==> src/rtl/nv_commit_pkg.sv <==
package nv_commit_pkg;
  typedef enum logic [1:0] {
    KIND_LOAD     = 2'd0,
    KIND_WRITE    = 2'd1,
    KIND_XFER_ONE = 2'd2,
    KIND_XFER_ALL = 2'd3
  } reqKind_e;

  typedef struct packed {
    logic capture;
    logic commit;
  } ctrlStrobe_t;
endpackage

==> src/rtl/nv_commit_ctrl.sv <==
module nv_commit_ctrl
  import nv_commit_pkg::*;
#(
  parameter int CYCLE_TICKS = 500000
) (
  input  logic        clk,
  input  logic        rstN,
  input  logic        csN,
  input  logic        wpN,
  input  logic        reqValid,
  input  logic [1:0]  reqKind,
  output logic        wip,
  output ctrlStrobe_t strobe
);
  localparam int CNT_W = $clog2(CYCLE_TICKS + 1);

  logic             csPrev;
  logic             pending;
  logic             busy;
  logic [CNT_W-1:0] ticksLeft;
  logic             csRise;
  logic             startCycle;
  reqKind_e         kind;

  assign kind       = reqKind_e'(reqKind);
  assign csRise     = csN & ~csPrev;
  assign startCycle = csRise & pending & wpN & ~busy;

  always_comb begin
    strobe.capture = reqValid & ~busy & (kind != KIND_LOAD);
    strobe.commit  = busy & (ticksLeft == '0);
  end

  always_ff @(posedge clk) begin
    if (!rstN) begin
      csPrev    <= 1'b1;
      pending   <= 1'b0;
      busy      <= 1'b0;
      ticksLeft <= '0;
    end else begin
      csPrev <= csN;
      if (csRise)              pending <= 1'b0;
      else if (strobe.capture) pending <= 1'b1;

      if (startCycle) begin
        busy      <= 1'b1;
        ticksLeft <= CNT_W'(CYCLE_TICKS - 1);
      end else if (strobe.commit) begin
        busy <= 1'b0;
      end else if (busy) begin
        ticksLeft <= ticksLeft - CNT_W'(1);
      end
    end
  end

  assign wip = busy;
endmodule

==> src/rtl/nv_commit_data.sv <==
module nv_commit_data
  import nv_commit_pkg::*;
#(
  parameter int NUM_POTS = 4,
  parameter int DATA_W   = 6,
  parameter int SLOT_W   = 2,
  parameter int POT_W    = 2
) (
  input  logic                       clk,
  input  logic                       rstN,
  input  ctrlStrobe_t                strobe,
  input  logic [1:0]                 reqKind,
  input  logic [POT_W-1:0]           reqPot,
  input  logic [SLOT_W-1:0]          reqSlot,
  input  logic [DATA_W-1:0]          reqData,
  input  logic [NUM_POTS*DATA_W-1:0] wiperFlat,
  output logic [NUM_POTS-1:0]        slotWe,
  output logic [SLOT_W-1:0]          slotIdx,
  output logic [NUM_POTS*DATA_W-1:0] slotData
);
  reqKind_e            kind;
  logic [SLOT_W-1:0]   slotQ;
  logic [NUM_POTS-1:0] laneMask;

  assign kind = reqKind_e'(reqKind);

  always_ff @(posedge clk) begin
    if (!rstN)               slotQ <= '0;
    else if (strobe.capture) slotQ <= reqSlot;
  end

  for (genvar p = 0; p < NUM_POTS; p++) begin : g_lane
    logic [DATA_W-1:0] laneQ;
    always_ff @(posedge clk) begin
      if (!rstN) begin
        laneMask[p] <= 1'b0;
        laneQ       <= '0;
      end else if (strobe.capture) begin
        laneMask[p] <= (kind == KIND_XFER_ALL) || (reqPot == POT_W'(p));
        laneQ       <= (kind == KIND_WRITE) ? reqData
                                            : wiperFlat[p*DATA_W +: DATA_W];
      end
    end
    assign slotWe[p]                     = strobe.commit & laneMask[p];
    assign slotData[p*DATA_W +: DATA_W]  = laneQ;
  end

  assign slotIdx = slotQ;
endmodule

==> src/rtl/nv_commit_seq.sv <==
module nv_commit_seq
  import nv_commit_pkg::*;
#(
  parameter int CYCLE_TICKS = 500000,
  parameter int NUM_POTS    = 4,
  parameter int DATA_W      = 6,
  parameter int SLOT_W      = 2,
  parameter int POT_W       = (NUM_POTS > 1) ? $clog2(NUM_POTS) : 1
) (
  input  logic                       clk,
  input  logic                       rstN,
  input  logic                       csN,
  input  logic                       wpN,
  input  logic                       reqValid,
  input  logic [1:0]                 reqKind,
  input  logic [POT_W-1:0]           reqPot,
  input  logic [SLOT_W-1:0]          reqSlot,
  input  logic [DATA_W-1:0]          reqData,
  input  logic [NUM_POTS*DATA_W-1:0] wiperFlat,
  output logic                       wip,
  output logic [7:0]                 statusByte,
  output logic [NUM_POTS-1:0]        slotWe,
  output logic [SLOT_W-1:0]          slotIdx,
  output logic [NUM_POTS*DATA_W-1:0] slotData
);
  ctrlStrobe_t strobe;

  nv_commit_ctrl #(.CYCLE_TICKS(CYCLE_TICKS)) u_ctrl (
    .clk(clk), .rstN(rstN), .csN(csN), .wpN(wpN),
    .reqValid(reqValid), .reqKind(reqKind),
    .wip(wip), .strobe(strobe)
  );

  nv_commit_data #(
    .NUM_POTS(NUM_POTS), .DATA_W(DATA_W), .SLOT_W(SLOT_W), .POT_W(POT_W)
  ) u_data (
    .clk(clk), .rstN(rstN), .strobe(strobe),
    .reqKind(reqKind), .reqPot(reqPot), .reqSlot(reqSlot), .reqData(reqData),
    .wiperFlat(wiperFlat),
    .slotWe(slotWe), .slotIdx(slotIdx), .slotData(slotData)
  );

  assign statusByte = {7'b0000000, wip};
endmodule

==> config.mk <==
export PLATFORM = sky130hd
export DESIGN_NAME = nv_commit_seq
export DESIGN_NICKNAME = d
export VERILOG_FILES = /design/src/rtl/nv_commit_pkg.sv /design/src/rtl/nv_commit_ctrl.sv /design/src/rtl/nv_commit_data.sv /design/src/rtl/nv_commit_seq.sv
export SDC_FILE = /design/constraint.sdc
export NUM_CORES = 1
export LEC_CHECK = 0
export ABC_AREA = 0
export CAP_MARGIN = 20
export CORE_MARGIN = 2
export CORE_UTILIZATION = 45
export DETAILED_ROUTE_END_ITERATION = 10
export GPL_TIMING_DRIVEN = 0
export PLACE_DENSITY = 0.82
export SYNTH_ARGS = -nofsm -noshare
export SYNTH_HDL_FRONTEND = slang
export SYNTH_SLANG_ARGS = --single-unit
export TNS_END_PERCENT = 20
==> constraint.sdc <==
create_clock -name clk -period 2.48 [get_ports clk]
set_clock_uncertainty 0.05 [all_clocks]
set_input_delay 0.372 -clock clk [delete_from_list [all_inputs] [get_ports clk]]
set_output_delay 0.372 -clock clk [all_outputs]
set_load 0.02 [all_outputs]
### Word level (Yosys, flattened, before mapping)

Cells that the tools add are included.

* add/subtract/negate cells: 1
* equal/unequal tests: 6
* muxes and demuxes: 9
* bitwise gates (word level): 15
* reductions and logical operators: 13

Operator list (number)
* $mux W19: 3
* $mux W6: 4
* $logic_not A19 Y1: 1
* $sub A19 B1 Y19 const B: 1
* $and A1 B1 Y1: 11
* $eq A2 B2 Y1 const B: 3
* $reduce_bool A2 Y1: 3
* $eq A2 B1 Y1 const B: 2
* $logic_or A1 B1 Y1: 4
* $not A1 Y1: 4
* $reduce_and A2 Y1: 2
* $reduce_or A2 Y1: 2
* $logic_not A2 Y1: 1
* $mux W1: 2
* $ne A2 B2 Y1 const B: 1

* register bits: 52
* output and inout port bits: 39

### Longest topological paths before layout

Gate-level depths: netlist of run 1.

* depth after elaboration: 7
* gate-level depth with buffers: 6

### Cells and area by module

Synthesis of run 1 repeated with hierarchy kept, for this count alone.

* cell total of the unflattened synthesis: 229
* area total of the unflattened synthesis: 2363.5 sq um

By module, submodules not included
* nv_commit_ctrl: times used 1, cells an instance 131, area each 1179.9 sq um
* nv_commit_data: times used 1, cells an instance 89, area each 1119.8 sq um
* nv_commit_seq: times used 1, cells an instance 9, area each 63.8 sq um

### Worst setup path after synthesis of run 1

OpenSTA, ideal clock, no wires.

* kind: register to output
* start point: reg u_ctrl.ticksLeft[2]
* end point: out slotWe[0]
* arrival time: 1.863 ns
* data required time: 2.058 ns
* setup slack: 0.195 ns
* cell stages (with the launch flop): 5
* path buffers: 0
* path through: dfxtp_1 or4_4 or4_2 nor2_1 and2_1

* longest elaborated chain between the ends: 3

Ends and longest elaborated chain
* start: declaration: RTL line nv_commit_ctrl.sv:20 `logic [CNT_W-1:0] ticksLeft;`
* start signal: assignment: RTL line nv_commit_ctrl.sv:47 `ticksLeft <= CNT_W'(CYCLE_TICKS - 1);`
* start signal: assignment: RTL line nv_commit_ctrl.sv:51 `ticksLeft <= ticksLeft - CNT_W'(1);`
* $logic_not A19 Y1: RTL line nv_commit_ctrl.sv:31 `strobe.commit = busy & (ticksLeft == '0);`
* $and A1 B1 Y1: RTL line nv_commit_ctrl.sv:31
* $and A1 B1 Y1: RTL line nv_commit_data.sv:44 `assign slotWe[p] = strobe.commit & laneMask[p];`
* end: declaration: RTL line nv_commit_seq.sv:22 `output logic [NUM_POTS-1:0] slotWe,`

No other way between the ends.

### Final worst setup path of run 1

* start point: reg u_ctrl.ticksLeft[3]
* end point: out slotWe[2]

The elaborated chain is that of the path after synthesis.

==> results of run 1 <==
==> power breakdown <==
part	leakage [uW]	switching (uW)	total [uW]	internal, uW
clock network	0.0000445	281	508	227
logic	0.000871	184	356	172
registers	0.000428	24.0	904	880
total	0.00134	489	1770	1280
==> per-stage QoR <==
stage | power [uW] | cell area (um^2) | util [%]
floorplan | 1090 | 2410 | -
global placement | 1270 | 3220 | 63.0
detailed placement | 1270 | 3220 | 63.0
CTS | 1770 | 3370 | 66.0
global route | 1840 | 3400 | 66.6
finish | 1770 | 3400 | 66.6
==> worst max-delay path, stage by stage, from the launching register on <==
cell and delay (ps):
dfxtp_2 330, or4_4 530, or4_4 460, nor2_4 170, and2_4 160, buf_6 110
==> flip-flops by register name, indices dropped and copies added (netlist names) <==
register and cells:
u_ctrl.csPrev 1, u_ctrl.pending 1, u_ctrl.ticksLeft 19, u_ctrl.wip 1, u_data.g_lane.laneQ 24, u_data.laneMask 4, u_data.slotIdx 2
==> cell usage after synthesis (3+ instances only) <==
cell      instances  area [um^2]
nand2_1          25         93.8
or2_2             4         25.0
nor2_1           10         37.5
nand3_1           3         15.0
nand2b_1          3         18.8
o31ai_1           7         52.6
nor4_1            5         31.3
buf_4             9         67.6
o21ai_0          35          175
a311oi_1          6         52.6
and2_1            9         56.3
or4_1             4         30.0
dfxtp_1          52         1040
a21oi_1          53          265
a31oi_1           4         25.0
clkbuf_1         11         41.3
inv_1            10         37.5
==> layer usage <==
layer,track usage [%],up-vias,share of wire [%],routed length [um]
met5,0,-,0,0
met3,8.47,6,10,690
li1,-,1223,-,-
met4,4.91,0,0.76,51
met1,26.4,1125,42,2770
met2,37.6,113,47,3160
==> logic make-up after synthesis <==
| family | Yosys count |
|---|---|
| AO/OA/AOI/OAI | 120 |
| AND/OR/NAND/NOR | 81 |
| flip-flops | 52 |
| buffers and inverters | 34 |
| adder cells (fa/ha/maj) | 1 |
| other | 1 |
==> how the worst max path moves through the flow <==
stage	start	to	slack, ps	cells after the start
4_1_cts	u_ctrl.ticksLeft[5]	slotWe[0]	-70	5
3_3_place_gp	u_ctrl.ticksLeft[2]	slotWe[2]	-530	5
6_report	u_ctrl.ticksLeft[3]	slotWe[2]	-7	5
3_5_place_dp	u_ctrl.ticksLeft[2]	slotWe[2]	-530	5
5_1_grt	u_ctrl.ticksLeft[3]	slotWe[0]	-60	5
2_1_floorplan	u_ctrl.ticksLeft[2]	slotWe[0]	200	4
==> timing repair <==
action | CTS | global route
buffers inserted | 4 | 0
gates resized for setup | 33 | 7
pin swaps | 3 | 4
cloned | 0 | 0
hold endpoints to repair | 0 | 0
endpoints found under the setup margin | 4 | 4
==> final cells by class <==
cell class / instances / share of cell area, %
inverter: 10 / 1.10
clock inverter: 1 / 0.221
sequential: 52 / 30.7
buffer: 24 / 3.93
tap: 70 / 2.57
clock buffer: 7 / 2.54
multi-input combinational: 209 / 36.6
timing repair buffer: 77 / 22.4
==> flow_summary.toml, run 1 <==
[layout]
nFillCells = 422
final_cell_mix = "68 x clkdlybuf4s50_1, 53 x a21oi_1, 49 x dfxtp_1"
area_delta_synth_final_pct = 42.7
drive_above_1_share_pct = 13.7
layout_commonest_cell = "clkdlybuf4s50_1"
multi_input_area_mm2 = 0.00124
fin_cells = 450
nets = 421
n_antenna_cell = 0
ff_latch_area_mm2 = 0.00104

[grt]
antenna_found_initial = 0
grt_pass1_vias = 2289
grt_max_degree = 16
grt_overflow = 0
grt_pass1_wl_mm = 10.8
grt.total_usage_pct = 22.1

[yosys]
synth-simple-area-share_pct = 18.7
synthMuxAreaShare_pct = 0
synthAdderAreaFrac_pct = 0.525
synth_ff_type = "dfxtp_1"
synth_top_family_by_area = "compound AO/OA/AOI/OAI gates"
synth-compound-area-share_pct = 29.8
syn_avg_cell_area_um2 = 8.25
synthArstFlopShare_pct = 0
synthDistinctLibCells = 48
synth-warning-count = 0
synth-seq-cells = 52
syn_area_mm2 = 0.00238
synth-edff-count = 0
synthCells = 289
ys_seq_area_share_pct = 43.7
synth-xor-area-share_pct = 0

[drt]
vias = 2467
wl_mm = 6.67
via_per_inst = 5.48
remaining_drc_errors = 0
drt_iter0_markers = 237
postRouteAntennaNets = 0
dr.pass1.iters = 4
wl_per_cell_um = 14.8

[floorplanning]
rows = 26
die-area_mm2 = 0.00590
start_util_pct = 46.7
ioPinCount = 80
die_w_um = 76.8
core_mm2 = 0.00511
die_h_um = 76.8

[sta]
tns_ps = -18.5
relSlewSlack_pct = 47.3
setup_viol = 3
tightest_slew_ps = 787
setup_ws_ps = -6.66
post-route-period-util_pct = 100
fmax_mhz = 402
hold_viol = 0
fin_crit_ps = 2490
rsz0062_at_grt = "yes"
hold_slack_ps = 415
slew_violations = 0

[critical_path]
worst-path-max-fanout = 4
reg2reg_to = "u_ctrl.ticksLeft[13]"
end_kind = "output port"
worstReg2RegStart = "u_ctrl.ticksLeft[3]"
critical_path_class = "register to output port"
arrival_ps = 2060
reg2reg_slack_ps = 130
r2r_cells = 6
required_ps = 2060
startpoint_type = "register"

[hold_path]
hold_path_end = "u_data.slotIdx[1]"
holdPathStages = 2
min_path_type = "register to register"
holdCritStartpoint = "u_data.slotIdx[1]"

[clocking]
cts_buffers = 5
path_clk_slew_ps = 90
clkLatencyLatePin_ps = 310
ctsHoldBuffers = 0
ctsHtreeMaxLevel = 2
clk_path_buf_depth = 2
root_buffer = "clkbuf_8"
cts_tree = "built"
cts.sinks = 52

[power]
p_leak_uw = 0.00134
power_density_mw_per_mm2 = 520
vdd_drop_max_mv = 0.323

[outcome]
outcome = "finished, violations left"
failed_checks = "setup timing"

[placement]
dp.cells = 437
place_ws_ps = -530
gp_congestion = 0.889
dp_hpwl_mm = 4.66
port_buffers = 72

[run]
max_cap_viol_count = 0
No activity file was read; power rests on OpenSTA's default activity.
==> run 2: changes to the inputs <==
ABC_CLOCK_PERIOD_IN_PS = 2480   (was not set)
CTS_CLUSTER_DIAMETER = 200   (was not set)
PLACE_DENSITY = 0.79   (was 0.82)
==> flow_summary.toml, run 2 (synthesis results as in run 1) <==
[sta]
post-route-period-util_pct = 101
setup_ws_ps = -36.3
tns_ps = -123
hold_viol = 0
slew_violations = 0
fin_crit_ps = 2520
rsz0062_at_grt = "yes"
fmax_mhz = 397
relSlewSlack_pct = 46.6
hold_slack_ps = 416
setup_viol = 4
tightest_slew_ps = 798

[placement]
place_area_mm2 = 0.00322
dp_hpwl_mm = 4.88
port_buffers = 72
gp_congestion = 0.860

[critical_path]
worst-path-max-fanout = 4
cpPeakStageDelay_ps = 530
critical_path_class = "register to output port"
end_kind = "output port"
reg2reg_to = "u_ctrl.ticksLeft[13]"
required_ps = 2060
cp_common_cell = "or4_4"
r2r_cells = 6
arrival_ps = 2090
reg2reg_slack_ps = 130
worstReg2RegStart = "u_ctrl.ticksLeft[5]"
startpoint_type = "register"
critical-path-top-delay-family = "simple AND/OR/NAND/NOR gates"
cp_num_buf_inv = 1
crit_chain = "or4_4, or4_4, nor2_4, and2_1, buf_6"
cp_slowest_cell = "or4_4"

[power]
power_density_mw_per_mm2 = 539
p_leak_uw = 0.00135
p_total_uw = 1840
vdd_drop_max_mv = 0.340

[layout]
nFillCells = 428
multi_input_area_mm2 = 0.00124
biggestRegsByFlops = "u_data.g_lane.laneQ x24, u_ctrl.ticksLeft x19, u_data.laneMask x4"
final_area_mm2 = 0.00342
ff_latch_area_mm2 = 0.00104
final_cell_mix = "68 x clkdlybuf4s50_1, 53 x a21oi_1, 49 x dfxtp_1"
drive_above_1_share_pct = 13.7
n_antenna_cell = 0
utilization_pct = 66.9
layout_commonest_cell = "clkdlybuf4s50_1"
top_register = "u_data.g_lane.laneQ"
largest_reg_flops = 24
nets = 421
area_delta_synth_final_pct = 43.3

[drt]
drt_iter0_markers = 198
vias = 2468
postRouteAntennaNets = 0
wl_mm = 6.73
dr.pass1.iters = 4
wl_per_cell_um = 15.0
remaining_drc_errors = 0
via_per_inst = 5.48

[grt]
grt.total_usage_pct = 23.2
grt_max_degree = 16
grt_pass1_wl_mm = 11.3
grt_overflow = 0
grt_pass1_vias = 2376
antenna_found_initial = 0

[floorplanning]
ioPinCount = 80
core_mm2 = 0.00511
start_util_pct = 46.7
die-area_mm2 = 0.00590
rows = 26
die_w_um = 76.8
die_h_um = 76.8

[outcome]
outcome = "finished, violations left"
failed_checks = "setup timing"

[clocking]
ctsHoldBuffers = 0
clkLatencyLatePin_ps = 310
cts_tree = "built"
root_buffer = "clkbuf_8"
cts.sinks = 52
path_clk_slew_ps = 100
cts_buffers = 5
ctsHtreeMaxLevel = 2
clk_path_buf_depth = 2

[run]
max_cap_viol_count = 0

[hold_path]
min_path_type = "register to register"
holdCritStartpoint = "u_data.slotIdx[1]"
hold_path_end = "u_data.slotIdx[1]"
holdPathStages = 2
-- run 2: worst register-to-register path: cells and delay by family (launching register included) --
| kind | cells | cell delay [ps] |
|---|---|---|
| simple gates | 3 | 1380 |
| buf+inv | 2 | 350 |
| flops | 1 | 330 |
| compound gates | 1 | 160 |
-- run 2: timing repair --
| item | in CTS | in global routing |
|---|---|---|
| pin swaps | 4 | 3 |
| setup buffers | 4 | 0 |
| setup endpoints to repair | 6 | 5 |
| gates resized for setup | 33 | 8 |
-- run 2: how the worst max path moves through the flow --
stage / cells after the start / end / start / slack [ps]
final: 5 / slotWe[2] / u_ctrl.ticksLeft[5] / -40
after global routing: 5 / slotWe[2] / u_ctrl.ticksLeft[5] / -80
after CTS: 5 / slotWe[0] / u_ctrl.ticksLeft[5] / -90
after detailed placement: 5 / slotWe[2] / u_ctrl.ticksLeft[2] / -550
after global placement: 5 / slotWe[2] / u_ctrl.ticksLeft[2] / -530
after floorplan: 4 / slotWe[0] / u_ctrl.ticksLeft[2] / 200
-- run 2: routing by layer --
metal / vias to the layer above / track usage [%] / share of wire (%)
met5: - / 0 / 0
met4: 0 / 5.82 / 1.2
met3: 9 / 8.24 / 8.7
met2: 82 / 39.7 / 47
met1: 1154 / 27.6 / 43
li1: 1223 / - / -
-- run 2: cell type report --
cell class / count / share of cell area [%]
sequential: 52 / 30.6
clock inverter: 2 / 1.03
timing repair buffer: 77 / 22.3
inverter: 10 / 1.10
clock buffer: 6 / 2.12
tap: 70 / 2.56
buffer: 24 / 3.92
multi-input combinational: 209 / 36.4
-- run 2: through the flow --
stage	instances	setup slack, ps
floorplan	295	195
global placement	437	-526
detailed placement	437	-547
CTS	449	-91.0
global route	450	-78.8
finish	450	-36.3
-- run 2: where the power goes --
part	total, uW	internal (uW)	switching, uW
Combinational	355	172	183
Clock	583	300	283
Sequential	904	880	24.5
